File: config.mk
export PLATFORM = sky130hd
export DESIGN_NAME = busarb_top
export DESIGN_NICKNAME = d
export VERILOG_FILES = /design/src/rtl/busarb_pkg.sv /design/src/rtl/arb_fixed_pri.sv /design/src/rtl/arb_region_check.sv /design/src/rtl/arb_xfer_timer.sv /design/src/rtl/busarb_top.sv
export SDC_FILE = /design/constraint.sdc
export NUM_CORES = 1
export LEC_CHECK = 0
export BUFFER_PORTS_ARGS = -buffer_cell sky130_fd_sc_hd__buf_2
export CORE_AREA = 2 2 112 114
export DETAILED_ROUTE_END_ITERATION = 8
export DIE_AREA = 0 0 114 116
export GPL_TIMING_DRIVEN = 1
export PLACE_DENSITY = 0.7
export SYNTH_ARGS = -nofsm -noshare
export SYNTH_HDL_FRONTEND = slang
export SYNTH_SLANG_ARGS = --single-unit
File: constraint.sdc
create_clock -name clk -period 1.96 [get_ports clk]
set_clock_uncertainty 0.2 [all_clocks]
set_input_delay 0.196 -clock clk [delete_from_list [all_inputs] [get_ports clk]]
set_output_delay 0.196 -clock clk [all_outputs]
set_load 0.005 [all_outputs]
File: src/rtl/busarb_pkg.sv
package busarb_pkg;

    localparam int NMST = 3;
    localparam int MIDW = 2;

    typedef enum logic [1:0] {
        ST_IDLE  = 2'd0,
        ST_XFER  = 2'd1,
        ST_FAULT = 2'd2
    } arb_state_e;

    typedef enum logic [1:0] {
        ERR_NONE     = 2'd0,
        ERR_ILLEGAL  = 2'd1,
        ERR_DISABLED = 2'd2,
        ERR_TIMEOUT  = 2'd3
    } err_code_e;

endpackage

File: src/rtl/arb_fixed_pri.sv
module arb_fixed_pri #(
    parameter int N   = 3,
    parameter int IDW = 2
) (
    input  logic [N-1:0]   req,
    output logic [N-1:0]   pick,
    output logic [IDW-1:0] pick_idx,
    output logic           any
);
    logic [N-1:0] blocked;

    assign blocked[0] = 1'b0;
    assign pick[0]    = req[0];

    genvar g;
    generate
        for (g = 1; g < N; g++) begin : g_chain
            assign blocked[g] = blocked[g-1] | req[g-1];
            assign pick[g]    = req[g] & ~blocked[g];
        end
    endgenerate

    assign any = |req;

    always_comb begin
        pick_idx = '0;
        for (int i = N - 1; i >= 0; i--) begin
            if (req[i]) pick_idx = IDW'(i);
        end
    end

    always_comb begin
        assert_top_first_R1: assert (!req[0] || pick[0]);
        assert_pick_single_R1: assert ($onehot0(pick));
    end
endmodule

File: src/rtl/arb_region_check.sv
module arb_region_check #(
    parameter int AW       = 16,
    parameter int RSZ_LOG2 = 12,
    parameter int NREG     = 4
) (
    input  logic [AW-1:0]   addr,
    input  logic [NREG-1:0] region_en,
    output logic            illegal,
    output logic            disabled
);
    localparam int IDXW = AW - RSZ_LOG2;
    localparam int RIW  = (NREG > 1) ? $clog2(NREG) : 1;

    logic [IDXW-1:0] idx;
    logic [RIW-1:0]  ridx;

    assign idx      = addr[AW-1:RSZ_LOG2];
    assign ridx     = idx[RIW-1:0];
    assign illegal  = (idx >= IDXW'(NREG));
    assign disabled = !illegal && !region_en[ridx];

    always_comb begin
        assert_err_kind_excl_R6: assert (!(illegal && disabled));
    end
endmodule

File: src/rtl/arb_xfer_timer.sv
module arb_xfer_timer #(
    parameter int LIMIT = 768
) (
    input  logic clk,
    input  logic rst_n,
    input  logic run,
    output logic expire
);
    localparam int CW = $clog2(LIMIT + 1);

    logic [CW-1:0] cnt_q;

    assign expire = run && (cnt_q == CW'(LIMIT - 1));

    always_ff @(posedge clk or negedge rst_n) begin
        if (!rst_n)               cnt_q <= '0;
        else if (!run || expire)  cnt_q <= '0;
        else                      cnt_q <= cnt_q + 1'b1;
    end

    assert_cnt_bound_R5: assert property (@(posedge clk) disable iff (!rst_n)
        cnt_q < CW'(LIMIT));
    assert_expire_in_run_R5: assert property (@(posedge clk) disable iff (!rst_n)
        expire |=> !run || (cnt_q == '0));
endmodule

File: src/rtl/busarb_top.sv
module busarb_top
    import busarb_pkg::*;
#(
    parameter int AW          = 16,
    parameter int DW          = 32,
    parameter int RSZ_LOG2    = 12,
    parameter int NREG        = 4,
    parameter int TIMEOUT_CYC = 768
) (
    input  logic                clk,
    input  logic                rst_n,
    input  logic [NMST-1:0]     m_req,
    input  logic [NMST*AW-1:0]  m_addr,
    input  logic [NMST-1:0]     m_wr,
    input  logic [NMST*DW-1:0]  m_wdata,
    output logic [NMST-1:0]     m_gnt,
    output logic [NMST-1:0]     m_done,
    output logic [NMST-1:0]     m_err,
    output logic [DW-1:0]       m_rdata,
    output logic                s_valid,
    output logic [AW-1:0]       s_addr,
    output logic                s_wr,
    output logic [DW-1:0]       s_wdata,
    input  logic                s_ready,
    input  logic [DW-1:0]       s_rdata,
    input  logic [NREG-1:0]     region_en,
    input  logic                err_clr,
    output logic [1:0]          err_code,
    output logic [MIDW-1:0]     err_mst,
    output logic                irq
);
    arb_state_e state_q, state_d;

    logic [NMST-1:0] pick;
    logic [MIDW-1:0] pick_idx;
    logic            any_req;
    logic [AW-1:0]   addr_a  [NMST];
    logic [DW-1:0]   wdata_a [NMST];
    logic [AW-1:0]   sel_addr;
    logic            addr_illegal, addr_disabled, addr_bad;
    logic            expire;

    logic [MIDW-1:0] owner_q;
    logic [NMST-1:0] own_oh;
    logic [AW-1:0]   addr_q;
    logic            wr_q;
    logic [DW-1:0]   wdata_q;

    err_code_e       code_q, code_d, new_code;
    logic [MIDW-1:0] mst_q, mst_d, new_mst;
    logic            new_err;

    genvar g;
    generate
        for (g = 0; g < NMST; g++) begin : g_unpack
            assign addr_a[g]  = m_addr[g*AW +: AW];
            assign wdata_a[g] = m_wdata[g*DW +: DW];
        end
    endgenerate

    arb_fixed_pri #(.N(NMST), .IDW(MIDW)) u_pri (
        .req      (m_req),
        .pick     (pick),
        .pick_idx (pick_idx),
        .any      (any_req)
    );

    assign sel_addr = addr_a[pick_idx];

    arb_region_check #(.AW(AW), .RSZ_LOG2(RSZ_LOG2), .NREG(NREG)) u_map (
        .addr      (sel_addr),
        .region_en (region_en),
        .illegal   (addr_illegal),
        .disabled  (addr_disabled)
    );

    assign addr_bad = addr_illegal | addr_disabled;

    arb_xfer_timer #(.LIMIT(TIMEOUT_CYC)) u_tmr (
        .clk    (clk),
        .rst_n  (rst_n),
        .run    (state_q == ST_XFER),
        .expire (expire)
    );

    // next-state logic
    always_comb begin
        state_d = state_q;
        unique case (state_q)
            ST_IDLE: begin
                if (any_req) state_d = addr_bad ? ST_FAULT : ST_XFER;
            end
            ST_XFER: begin
                if (s_ready || expire) state_d = ST_IDLE;
            end
            ST_FAULT: state_d = ST_IDLE;
            default:  state_d = ST_IDLE;
        endcase
    end

    // state register
    always_ff @(posedge clk or negedge rst_n) begin
        if (!rst_n) state_q <= ST_IDLE;
        else        state_q <= state_d;
    end

    // captured owner and transfer fields
    always_ff @(posedge clk or negedge rst_n) begin
        if (!rst_n) begin
            owner_q <= '0;
            addr_q  <= '0;
            wr_q    <= 1'b0;
            wdata_q <= '0;
        end else if (state_q == ST_IDLE && any_req) begin
            owner_q <= pick_idx;
            addr_q  <= sel_addr;
            wr_q    <= m_wr[pick_idx];
            wdata_q <= wdata_a[pick_idx];
        end
    end

    assign own_oh = NMST'(1) << owner_q;

    // outputs
    always_comb begin
        m_gnt   = '0;
        m_done  = '0;
        m_err   = '0;
        s_valid = 1'b0;
        unique case (state_q)
            ST_IDLE: ;
            ST_XFER: begin
                m_gnt   = own_oh;
                s_valid = 1'b1;
                if (s_ready)     m_done = own_oh;
                else if (expire) m_err  = own_oh;
            end
            ST_FAULT: begin
                m_gnt = own_oh;
                m_err = own_oh;
            end
            default: ;
        endcase
    end

    assign s_addr  = addr_q;
    assign s_wr    = wr_q;
    assign s_wdata = wdata_q;
    assign m_rdata = s_rdata;

    // error classification
    always_comb begin
        new_err  = 1'b0;
        new_code = ERR_NONE;
        new_mst  = '0;
        if (state_q == ST_IDLE && any_req && addr_bad) begin
            new_err  = 1'b1;
            new_code = addr_illegal ? ERR_ILLEGAL : ERR_DISABLED;
            new_mst  = pick_idx;
        end else if (state_q == ST_XFER && !s_ready && expire) begin
            new_err  = 1'b1;
            new_code = ERR_TIMEOUT;
            new_mst  = owner_q;
        end
    end

    always_comb begin
        code_d = err_clr ? ERR_NONE : code_q;
        mst_d  = err_clr ? '0 : mst_q;
        if (code_d == ERR_NONE && new_err) begin
            code_d = new_code;
            mst_d  = new_mst;
        end
    end

    always_ff @(posedge clk or negedge rst_n) begin
        if (!rst_n) begin
            code_q <= ERR_NONE;
            mst_q  <= '0;
        end else begin
            code_q <= code_d;
            mst_q  <= mst_d;
        end
    end

    assign err_code = code_q;
    assign err_mst  = mst_q;
    assign irq      = (code_q != ERR_NONE);

    assert_one_grant_R2: assert property (@(posedge clk) disable iff (!rst_n)
        $onehot0(m_gnt));
    assert_grant_hold_R3: assert property (@(posedge clk) disable iff (!rst_n)
        (|m_gnt && !(|m_done) && !(|m_err)) |=> (m_gnt == $past(m_gnt)));
    assert_resp_to_owner_R4: assert property (@(posedge clk) disable iff (!rst_n)
        ((m_done | m_err) & ~m_gnt) == '0);
    assert_irq_after_err_R10: assert property (@(posedge clk) disable iff (!rst_n)
        (|m_err && !err_clr) |=> irq);
    assert_no_fwd_refused_R6: assert property (@(posedge clk) disable iff (!rst_n)
        (!s_valid && |m_err) |-> $past(!s_valid));
endmodule

Word level (Yosys, flattened, before mapping)

Cells that the tools add are included.

Register bits after elaboration: 67
Bits of input ports: 190
Output and inout bits: 96
Logic and storage cells: 77

Add/sub/neg operators: 1
$lt $le $gt $ge: 4
Eq/ne operators: 5
Shifts and indexed selects: 1
Mux-type cells: 36
Bitwise operators: 2
Reductions and logical operators: 20

Operators with widths:

| kind                    | count |
|---|---|
| $bmux W32 S2            | 1 |
| $mux W32                | 2 |
| $bmux W16 S2            | 1 |
| $mux W16                | 2 |
| $mux W2                 | 15 |
| $mux W3                 | 5 |
| $add A10 B1 Y10 const B | 1 |
| $eq A10 B10 Y1 const B  | 1 |
| $mux W10                | 1 |
| $logic_and A1 B1 Y1     | 7 |
| $lt A2 B3 Y1 const B    | 2 |
| $pmux W3 S2             | 1 |
| $mux W1                 | 5 |
| $bmux W1 S2             | 2 |
| $ge A4 B3 Y1 const B    | 1 |
| $logic_not A1 Y1        | 4 |
| $logic_not A2 Y1        | 2 |
| $ne A2 B2 Y1 const B    | 2 |
| $pmux W2 S2             | 1 |
| $reduce_bool A2 Y1      | 2 |
| $ge A3 B3 Y1 const B    | 1 |
| $not A2 Y3              | 1 |
| $reduce_or A3 Y1        | 1 |
| $shl A1 B2 Y3 const A   | 1 |
| other kinds (6)         | 7 |

Logic depth before layout (Yosys ltp)

Gate-level depths: netlist (run 1).

Depth after elaboration: 16
Mapped depth: 8

Cells and area by module

A second synthesis (run 1) with hierarchy kept.

Cell total of the unflattened synthesis: 451
Area total of the unflattened synthesis: 4524.3 um^2

Modules (own cells, without submodules):

| module           | times used | cells each | area each (um^2) | sequential area each (um^2) |
|---|---|---|---|---|
| busarb_top       | 1          | 395        | 3953.8           | 1426.4 |
| arb_xfer_timer   | 1          | 47         | 495.5            | 250.2 |
| arb_fixed_pri    | 1          | 6          | 42.5             | 0.0 |
| arb_region_check | 1          | 3          | 32.5             | 0.0 |

Least setup slack after synthesis (run 1)

Ideal clock, no wire load.

Path kind: reg2reg
From: register u_tmr.cnt_q[0]
To: register mst_q[1] (netlist: err_mst[1])
Setup time: 142 ps
Arrival time: 1685 ps
Required time: 1618 ps
Setup slack: -67 ps
Stages on the path, launching flop included: 8
Buffers on the path: 0
Period minus slack after synthesis: 2027 ps
Cell sequence: dfrtp_1 > ha_1 > and4_1 > and4b_1 > nor3b_1 > nor2_1 > o31ai_2 > o221ai_1

Longest elaborated chain between the ends: 7
Elaborated cells on any way between the ends: 10

Ends and longest elaborated chain:

| element                                              | line                 | text |
|---|---|---|
| from (decl)                                          | arb_xfer_timer.sv:11 | `logic [CW-1:0] cnt_q;` |
| from (signal assigned)                               | arb_xfer_timer.sv:18 | `else cnt_q <= cnt_q + 1'b1;` |
| $eq A10 B10 Y1 (*)                                   | arb_xfer_timer.sv:13 | `assign expire = run && (cnt_q == CW'(LIMIT - 1));` |
| $logic_and A1 B1 Y1 (*)                              | arb_xfer_timer.sv:13 |  |
| $logic_and A1 B1 Y1 (*)                              | busarb_top.sv:160    | `end else if (state_q == ST_XFER && !s_ready && expire) begin` |
| $mux W1                                              | busarb_top.sv:160    |  |
| $mux W1                                              | busarb_top.sv:156    | `if (state_q == ST_IDLE && any_req && addr_bad) begin` |
| $logic_and A1 B1 Y1                                  | busarb_top.sv:170    | `if (code_d == ERR_NONE && new_err) begin` |
| $mux W2 / $reduce_bool A2 Y1 (equally long branches) | n/a                  |  |
| to (signal assigned)                                 | busarb_top.sv:182    | `mst_q <= mst_d;` |
| to (decl)                                            | busarb_top.sv:50     | `logic [MIDW-1:0] mst_q, mst_d, new_mst;` |

Every way passes the cells marked *; elsewhere a longest branch is shown, timed or not.
A chain may end at the register's enable or synchronous reset.

Final worst setup path (run 1)

From: register u_tmr.cnt_q[0]
To: output port m_err[2]

Longest elaborated chain between the ends: 5

Ends and longest elaborated chain:

| element             | line                 | text |
|---|---|---|
| $eq A10 B10 Y1      | arb_xfer_timer.sv:13 |  |
| $logic_and A1 B1 Y1 | arb_xfer_timer.sv:13 |  |
| $mux W3             | busarb_top.sv:136    | `else if (expire) m_err = own_oh;` |
| $mux W3             | busarb_top.sv:135    | `if (s_ready) m_done = own_oh;` |
| $pmux W3 S2         | busarb_top.sv:130    | `unique case (state_q)` |
| to (decl)           | busarb_top.sv:18     | `output logic [NMST-1:0] m_err,` |

No other way between the ends.

==> metrics.txt, run 1 <==
status finished, violations left; failing checks setup timing; total power roughly 6.3 mW; Die W roughly 110 um; leakage ~3.0 nW; antenna violations before repair 0; syn nets just over 700; Critical Path Sink Type primary output; CTS tree yes; DPL Wire Length between 8 and 9 mm; Primary FF master, synth dfrtp_1; number of global-route vias before repair about 4,200; Pre-Repair DR Iteration Count 4; Min-Delay Path Class in -> reg; H-tree Lvls 3; Worst Hold Depth 3; Syn Inst Count around 520; PortBufs ~220; most common cell after layout, fill and taps aside buf_2; Core Box Area about 12,000 um^2; standard-cell rows 40; Post-Syn Area between 4000 and 5000 um^2; Iter 0 DRT Violations between 200 and 250; Synth warnings 0; slowest stage delay, CP between 0.3 and 0.4 ns; via count approximately 4,300; EDFF count, synth 0; P&R area growth vs syn 51.27%; number of synthesized register bits 67; fraction of registers with async set/reset 100.0%; crit path buf inv count 1; Setup WS post-layout -0.1217 ns; pre-CTS WS -0.3183 ns; total track usage between 10% and 20%; total CTS buffers 9; crit path launch type flip-flop; Final Non-Filler Cells between 900 and 1,000; Final Hold Fails 0; WL final around 12 mm; max_slew headroom between 70% and 80%; max-cap violation count 0; Reg clk slew, reported paths 0.06 ns; kind of critical path reg -> out; maximum number of pins on one net before global-route repair a little under 70; Crit path max-delay family simple AND/OR/NAND/NOR gates; Seq/Total Area, Yosys about two fifths; dpl cells ~850; GR Overflow Total 0; Mean Syn Cell Area 7.722 um^2; Fmax slightly below 0.5 GHz; Initial Util 33.58%; Clock Root Buffer clkbuf_16; r2r setup slk about 0.030 ns; Crit path depth 6; most frequent cells in the layout buf_2, nand2_1, a21oi_1; CP cell instances ha_2, and4_1, and4b_2, a31oi_4, nor2b_1, buf_2; Tightest Pin Transition around 0.37 ns; ratio of cells with drive above 1 in the final layout 37.52%; Max FO, Critical Path 4; first-pass GRT wire length a little under 20 mm; Clk Latency, worst-skew pair roughly 0.32 ns; drt wl/cell between 10 and 15 um; slowest cell on the critical path dfrtp_1; Num Clock Sinks 67; Routed Antenna Nets 0; fin util 50.80%; # DRC 0; io pins approximately 290; synth unique cells 48; post-route cell area about 6100 um^2; worst hold margin 0.0009489 ns; Tcrit/Tclk final 106.2%; Final setup viols 3; WP data required around 1.6 ns; unrepaired setup endpoints after global routing yes; Pins Over Slew Limit 0; placer congestion estimate about 0.80; antenna cells 0; Die Y ~120 um; Setup TNS -0.3620 ns; vias per cell between 4 and 5; full die area roughly 13,000 um^2; Worst VDD drop 0.4277 mV; clk buf depth 2; worst reg2reg path depth 7; post-layout min period 2.082 ns; power per cell area 1040 nW/um^2; Crit path arrival time approximately 1.7 ns; DP Area approximately 5200 um^2; final net count about 950
final cells by class:
class | instances | area, um^2
timing repair buffer | 296 | 1846
sequential | 67 | 1677
fill | 1130 | 5861
inverter | 8 | 30.03
tap | 147 | 183.9
clock inverter | 6 | 90.09
clock buffer | 10 | 229.0
multi-input combinational | 378 | 1996
synth_stat cells (all sizes together), types with 2 or more instances:
cell / instances / area, um^2
xnor2: 5 / 43.79
mux2i: 2 / 20.02
nor2: 12 / 45.04
nand3: 4 / 20.02
o211ai: 4 / 30.03
o31ai: 2 / 20.02
inv: 8 / 30.03
and3b: 2 / 17.52
o22ai: 2 / 18.77
a21oi: 93 / 465.5
nand2b: 4 / 25.02
ha: 4 / 50.05
o21ai: 50 / 250.2
and2b: 2 / 15.01
o21bai: 2 / 18.77
dfrtp: 67 / 1677
or2b: 2 / 15.01
nor3b: 5 / 37.54
nor3: 3 / 15.01
a222oi: 2 / 20.02
clkbuf: 27 / 101.4
nand2: 146 / 548.0
nor2b: 6 / 37.54
and2: 5 / 31.28
buf: 38 / 264.0
a22o: 3 / 26.28
xor2: 2 / 17.52
worst register-to-register path: stages, from the launching register on:
cell and delay, ns:
dfrtp_1 0.36, ha_2 0.18, and4_1 0.19, and4b_2 0.29
nor3b_2 0.27, nor2_1 0.08, o31ai_2 0.08, o221ai_1 0.15
metal layers:
layer	part of all wire [%]	up-vias	global-route usage, %	wire [um]
met2	51	166	33.02	6310
met4	2.0	0	7.154	244
met1	40	1956	21.62	4973
li1	-	2199	-	-
met5	0	-	0	0
met3	6.2	28	4.498	757
where the power goes:
part	switching [mW]	total (mW)	internal, mW
clock	0.600	1.72	1.12
combinational	1.22	2.36	1.14
sequential	0.299	2.22	1.93
logic make-up (layout without fill, tap and decap cells):
kind of cell               after synthesis  in the layout  synth area share, %
adders and majority gates                4              4                1.251
muxes                                    3              3               0.7820
buffers and inverters                   73            320                9.884
and+or+nand+nor                        200            200                21.96
AOI/OAI and AO/OA                      164            164                22.68
DFF                                     67             67                41.91
xor gates and xnor gates                 7              7                1.533
sequential cells by signal, summed over array words and instances (netlist names):
signal	cells
err_code	2
s_addr	16
state_q	2
u_tmr.cnt_q	10
owner_q	2
err_mst	2
s_wdata	32
s_wr	1
final timing paths:
check | to | from
worst max-delay path | m_err[2] | u_tmr.cnt_q[0]
worst min-delay path | s_wdata[2] | m_wdata[66]
worst max register to register | err_mst[1] | u_tmr.cnt_q[0]
worst min register to register | s_wdata[8] | s_wdata[8]
max in group asynchronous | u_tmr.cnt_q[1] | rst_n
min in group asynchronous | s_addr[13] | rst_n
timing repair:
item                                    in CTS  in global routing
pin swaps                                    3                  1
hold buffers                                44                  0
endpoints found under the setup margin       3                 11
endpoints found under the hold margin      110                  0
resized for setup                            8                  3
buffers inserted                             2                  3
Power figures use the tool's default switching activity.
==> run 2: changes to the inputs <==
--- a/config.mk
+++ b/config.mk
@@ -6,11 +6,12 @@
 export NUM_CORES = 1
 export LEC_CHECK = 0
 export BUFFER_PORTS_ARGS = -buffer_cell sky130_fd_sc_hd__buf_2
-export CORE_AREA = 2 2 112 114
+export CORE_MARGIN = 2
+export CORE_UTILIZATION = 39
 export DETAILED_ROUTE_END_ITERATION = 8
-export DIE_AREA = 0 0 114 116
 export GPL_TIMING_DRIVEN = 1
-export PLACE_DENSITY = 0.7
+export PLACE_DENSITY = 0.77
 export SYNTH_ARGS = -nofsm -noshare
 export SYNTH_HDL_FRONTEND = slang
+export SYNTH_HIERARCHICAL = 1
 export SYNTH_SLANG_ARGS = --single-unit
==> run 2 against run 1 <==
  * The run still ends with setup timing left
  * Global-route usage is 3.1 points higher
  * Combinational power up 25%
  * Clock power grew 2%
  * Largest cell class unchanged
==> metrics.txt, run 2 <==
status finished, violations left (unchanged); failing checks setup timing (unchanged); max_slew headroom 64.72% (was 75.52%); Num Clock Sinks 67 (unchanged); power per cell area 1075 nW/um^2 (was 1040 nW/um^2); PortBufs 221 (unchanged); crit path buf inv count 2 (was 1); max reg flops 32 (unchanged); Tcrit/Tclk final 110.2% (was 106.2%); Flop pwr share 33.0% (was 35.3%); vias per cell 5.124 (was 4.769); leakage 3.106 nW (was 3.047 nW); Synth warnings 6 (was 0); Pre-Repair DR Iteration Count 4 (unchanged); standard-cell rows 39 (was 40); number of global-route vias before repair 4,562 (was 4,225); ratio of cells with drive above 1 in the final layout 50.93% (was 37.52%); P&R area growth vs syn 46.08% (was 51.27%); Fmax 0.4630 GHz (was 0.4804 GHz); Final Hold Fails 0 (unchanged); kind of critical path in -> reg (was reg -> out); # DRC 0 (unchanged); WL final 13.50 mm (was 12.29 mm); Mean Syn Cell Area 10.22 um^2 (was 7.722 um^2); Clock Power Share 25.0% (was 27.2%); post-layout min period 2.160 ns (was 2.082 ns); Die W 111.0 um (was 114 um); Core Box Area 11,270 um^2 (was 11,910 um^2); crit path launch type primary input (was flip-flop); Die Y 111.0 um (was 116 um); sw power 2.469 mW (was 2.116 mW); antenna violations before repair 0 (unchanged); Setup TNS -1.147 ns (was -0.3620 ns); maximum number of pins on one net before global-route repair 68 (unchanged); clk buf depth 2 (unchanged); max-cap violation count 0 (unchanged); Final setup viols 8 (was 3); FILL cells 942 (was 1,130); Reg clk slew, reported paths 0.06 ns (about the same); Min-Delay Path Class in -> reg (unchanged); Iter 0 DRT Violations 195 (was 222); Setup WS post-layout -0.1998 ns (was -0.1217 ns); Initial Util 39.60% (was 33.58%); slowest cell on the critical path mux4_2 (was dfrtp_1); Worst VDD drop 0.5763 mV (was 0.4277 mV); placer congestion estimate 0.8523 (was 0.7955); io pins 286 (unchanged); unrepaired setup endpoints after global routing yes (unchanged); most frequent cells in the layout buf_2, dfrtp_1, mux2i_1 (was buf_2, nand2_1, a21oi_1); WP data required 1.95 ns (was 1.56 ns); first-pass GRT wire length 21.78 mm (was 19.77 mm); Tightest Pin Transition 0.5292 ns (was 0.3672 ns); full die area 12,320 um^2 (was 13,220 um^2); GR Overflow Total 0 (unchanged); via count 4,330 (was 4,349); total CTS buffers 9 (unchanged); Pint 4.545 mW (was 4.179 mW); CP cell instances buf_2, nor3b_2, buf_4, or2_1, nand2_2, mux4_2, nor2_4, o211ai_1, a31oi_1, o32ai_1 (was ha_2, and4_1, and4b_2, a31oi_4, nor2b_1, buf_2); Crit path arrival time 2.15 ns (was 1.69 ns); syn nets 631 (was 712); Syn Inst Count 437 (was 518); Combinational Power Share 41.9% (was 37.4%); CTS tree yes (unchanged); total power 7.013 mW (was 6.295 mW); most common cell after layout, fill and taps aside buf_2 (unchanged); Crit path max-delay family simple AND/OR/NAND/NOR gates (unchanged); slowest stage delay, CP 0.53 ns (was 0.39 ns); DPL Wire Length 9.369 mm (was 8.695 mm); final net count 890 (was 954); total track usage 21.69% (was 18.54%); H-tree Lvls 3 (unchanged); Clk Latency, worst-skew pair 0.32 ns (about the same); drt wl/cell 15.98 um (was 13.47 um); Sw Share 35.20% (was 33.62%); Clock Root Buffer clkbuf_16 (unchanged); Post-Syn Area 4464 um^2 (was 4000 um^2); Pins Over Slew Limit 0 (unchanged); Routed Antenna Nets 0 (unchanged); Max FO, Critical Path 5 (was 4); Critical Path Sink Type flip-flop (was primary output)
[run 2: path summary, 6_finish.rpt]
path,start,to,slack [ns],cells after the start
worst max-delay path,m_req[2],err_mst[1],-0.20,10
max in group asynchronous,rst_n,s_addr[12],1.03,3
worst min-delay path,m_wdata[82],s_wdata[18],0.03,3
worst min register to register,s_wdata[0],s_wdata[0],0.32,2
min in group asynchronous,rst_n,s_wdata[1],0.23,3
worst max register to register,state_q[1],err_code[1],0.01,8
[run 2: repair_timing]
action                                 4_1_cts  5_1_grt
resized for setup                            8       10
setup endpoints to repair                    9       29
setup buffers                                8        4
hold buffers                                47        0
pin swaps                                   10        9
endpoints found under the hold margin      116        0
[run 2: final cells by class]
type / instances / area (um^2) / area share (%)
well taps: 143 / 178.9 / 2.744
inverters: 9 / 33.78 / 0.5180
repair buffers: 310 / 1949 / 29.89
diodes: 1 / 2.502 / 0.03837
clock buffers: 10 / 239.0 / 3.665
multi-input cells: 299 / 2352 / 36.07
clock inverters: 6 / 88.84 / 1.362
flip-flops and latches: 67 / 1677 / 25.71
[run 2: tightest hold or removal path: stages]
cell and delay, ns:
buf_2 0.10, a2bb2oi_1 0.06, a21oi_1 0.15
[run 2: routing by layer]
layer  vias up  part of all wire, %  global-route usage (%)
met2       204                   52                   39.18
li1       2042                    -                       -
met5         -                    0                       0
met3        22                  7.3                   6.670
met1      2062                   38                   24.47
met4         0                  2.0                   6.667
[run 2: power by group through the flow]
stage | Combinational (mW) | Clock [mW] | Sequential, mW
after floorplan | 1.70 | 0 | 2.34
after global placement | 2.66 | 0 | 2.30
after detailed placement | 2.74 | 0 | 2.32
after CTS | 2.85 | 1.80 | 2.31
after global routing | 3.22 | 1.86 | 2.38
final | 2.94 | 1.76 | 2.32
[run 2: stage by stage]
step	util, %	instances	area [um^2]	hold slack, ns	setup WS [ns]
after floorplan	-	437	4492	-0.2996	-0.5285
after global placement	49.31	769	5558	0.05000	-0.4378
after detailed placement	49.31	769	5558	0.03913	-0.6029
after CTS	57.19	840	6446	0.01524	-0.2864
after global routing	57.83	844	6519	0.02646	-0.3036
final	57.85	845	6521	0.02854	-0.1998
==> run 3: changes to the inputs <==
--- a/config.mk
+++ b/config.mk
@@ -6,11 +6,11 @@
 export NUM_CORES = 1
 export LEC_CHECK = 0
 export BUFFER_PORTS_ARGS = -buffer_cell sky130_fd_sc_hd__buf_2
-export CORE_MARGIN = 2
-export CORE_UTILIZATION = 39
+export CORE_AREA = 2 2 111 113
 export DETAILED_ROUTE_END_ITERATION = 8
+export DIE_AREA = 0 0 113 115
 export GPL_TIMING_DRIVEN = 1
-export PLACE_DENSITY = 0.77
+export PLACE_DENSITY = 0.73
 export SYNTH_ARGS = -nofsm -noshare
 export SYNTH_HDL_FRONTEND = slang
 export SYNTH_HIERARCHICAL = 1
==> constraint.sdc (replaced) <==
create_clock -name clk -period 2.8 [get_ports clk]
set_clock_uncertainty 0.2 [all_clocks]
set_input_delay 0.28 -clock clk [delete_from_list [all_inputs] [get_ports clk]]
set_output_delay 0.28 -clock clk [all_outputs]
set_load 0.005 [all_outputs]
==> run 3 against run 2 <==
  * The run ends with DRC left
  * Largest cell class unchanged
  * Sequential power decreased by 31%
  * Clock power decreased by 35%
  * Critical path type is now reg -> out
  * Final cell count decreased by 8.2%
  * Count of clock-buffer cells in the layout increased by 1
  * Power decreased by 35%
==> metrics.txt, run 3 (synthesis gave the netlist of run 2 again) <==
max-cap violation count 0 (unchanged); Clk Latency, worst-skew pair 0.32 ns (about the same); H-tree Lvls 3 (unchanged); GR Util met3 4.375% (was 6.670%); Routed Antenna Nets 0 (unchanged); number of global-route vias before repair 3,964 (was 4,562); GRT met1 Usage 21.87% (was 24.47%); Core Box Area 11,810 um^2 (was 11,270 um^2); max_slew headroom 47.55% (was 64.72%); vias per cell 5.066 (was 5.124); CTS tree yes (unchanged); ratio of cells with drive above 1 in the final layout 49.60% (was 50.93%); r2r setup slk 0.50 ns (was 0.01 ns); Critical R2R Capture s_wdata[27] (was err_code[1]); leakage 2.750 nW (was 3.106 nW); Post-CTS Setup Repair Bufs 0 (was 8); Hold Startpoint m_addr[35] (was m_wdata[82]); Pre-Repair DR Iteration Count 7 (was 4); post-layout min period between 2 and 3 ns; DPL Wire Length 9.143 mm (was 9.369 mm); total power 4.580 mW (was 7.013 mW); final net count 819 (was 890); WP data required 2.32 ns (was 1.95 ns); power per cell area 797.2 nW/um^2 (was 1075 nW/um^2); Crit path arrival time 2.09 ns (was 2.15 ns); Max FO, Critical Path 4 (was 5); first-pass GRT wire length 18.82 mm (was 21.78 mm); Worst Hold Depth 3 (unchanged); antenna violations before repair 0 (unchanged); Final Hold Fails 0 (unchanged); most frequent cells in the layout buf_2, dfrtp_1, mux2i_1 (unchanged); FILL cells 1,112 (was 942); clk buf depth 2 (unchanged); slowest stage delay, CP 0.36 ns (was 0.53 ns); Clock Root Buffer clkbuf_16 (unchanged); crit path launch type flip-flop (was primary input); Initial Util 37.80% (was 39.60%); worst hold margin 0.009677 ns (was 0.02854 ns); io pins 286 (unchanged); Worst R2R Start state_q[0] (was state_q[1]); kind of critical path reg -> out (was in -> reg); Tightest Pin Transition 0.7867 ns (was 0.5292 ns); via count 3,931 (was 4,330); drt wl/cell 15.39 um (was 15.98 um); Reg clk slew, reported paths 0.06 ns (about the same); Die W 113 um (was 111.0 um); antenna cells 0 (was 1); Iter 0 DRT Violations 164 (was 195); Worst VDD drop 0.3347 mV (was 0.5763 mV); slowest cell on the critical path dfrtp_1 (was mux4_2); status finished, violations left (unchanged); Tcrit/Tclk final around nine tenths; Setup TNS 0 ns (was -1.147 ns); most common cell after layout, fill and taps aside buf_2 (unchanged); maximum number of pins on one net before global-route repair 69 (was 68); GR Overflow Total 0 (unchanged); GR Util met2 31.70% (was 39.18%); register area 1677 um^2 (unchanged); Critical Path Sink Type primary output (was flip-flop); CP cell instances ha_1, nand4_1, nor4_1, and3b_1, nor2_1, nor2b_1, buf_2 (was buf_2, nor3b_2, buf_4, or2_1, nand2_2, mux4_2, nor2_4, o211ai_1, a31oi_1, o32ai_1); failing checks DRC (was setup timing); full die area 13,000 um^2 (was 12,320 um^2); Pins Over Slew Limit 0 (unchanged); area taken by multi-input logic gates 2272 um^2 (was 2352 um^2); # DRC 15 (was 0); Final setup viols 0 (was 8); max reg flops 32 (unchanged); P&R area growth vs syn 28.70% (was 46.08%); standard-cell rows 40 (was 39); WL final 11.94 mm (was 13.50 mm); PortBufs 221 (unchanged); placer congestion estimate 0.8854 (was 0.8523); Top Usage Layer GRT met2 (unchanged); Fmax ~0.39 GHz; Die Y 115 um (was 111.0 um); Num Clock Sinks 67 (unchanged); Min-Delay Path Class in -> reg (unchanged); worst reg2reg path depth 6 (was 8); total track usage 18.01% (was 21.69%); total CTS buffers 9 (unchanged); Hold Path Sink s_addr[3] (was s_wdata[18]); unrepaired setup endpoints after global routing no (was yes)
-- run 3: final cells by class --
cell class	instances	share of cell area, %
multi-input combinational	299	39.55
tap	147	3.201
timing repair buffer	239	22.21
sequential	67	29.18
inverter	9	0.5880
clock inverter	4	0.8711
clock buffer	11	4.399
-- run 3: per-stage QoR --
| stage | cells | worst slack [ns] | instance area (um^2) | utilization (%) |
|---|---|---|---|---|
| after CTS | 776 | 0.2036 | 5746 | 48.64 |
| after detailed placement | 757 | 0.004216 | 5403 | 45.74 |
| after global placement | 757 | 0.1229 | 5403 | 45.74 |
| after floorplan | 437 | 0.1127 | 4464 | - |
| final | 776 | 0.2311 | 5746 | 48.64 |
| after global routing | 776 | 0.01489 | 5746 | 48.64 |
-- run 3: where the power goes --
group / switching [mW] / total, mW / internal, mW
clock network: 0.413 / 1.14 / 0.731
logic: 0.974 / 1.83 / 0.856
registers: 0.236 / 1.61 / 1.37
total: 1.62 / 4.58 / 2.96
-- run 3: worst max path at each step --
stage | start | to | slack [ns] | cells after the start
after floorplan | m_req[1] | err_mst[0] | 0.11 | 13
after global placement | m_req[1] | err_mst[1] | 0.12 | 11
after global routing | u_tmr/cnt_q[0] | m_err[1] | 0.01 | 7
after detailed placement | m_req[1] | err_mst[1] | 0.004 | 11
after CTS | u_tmr/cnt_q[0] | m_err[0] | 0.20 | 7
final | u_tmr/cnt_q[0] | m_err[0] | 0.23 | 7
-- run 3: worst max-delay path: cells and delay by family, from the launching register on --
family / cells / cell delay [ns]
DFF: 1 / 0.36
buffers and inverters: 1 / 0.12
and+or+nand+nor: 5 / 1.03
adders and majority gates: 1 / 0.25
-- run 3: metal layers --
layer	part of all wire (%)	vias to the layer above	wire length, um
met5	0	-	0
met4	0.95	0	114
met3	7.0	12	837
met2	51	167	6068
met1	41	1851	4923
li1	-	1901	-
-- run 3: repair_timing --
| action | in CTS | in global routing |
|---|---|---|
| hold buffers | 4 | 0 |
| endpoints found under the hold margin | 33 | 0 |
| resized for setup | 0 | 0 |
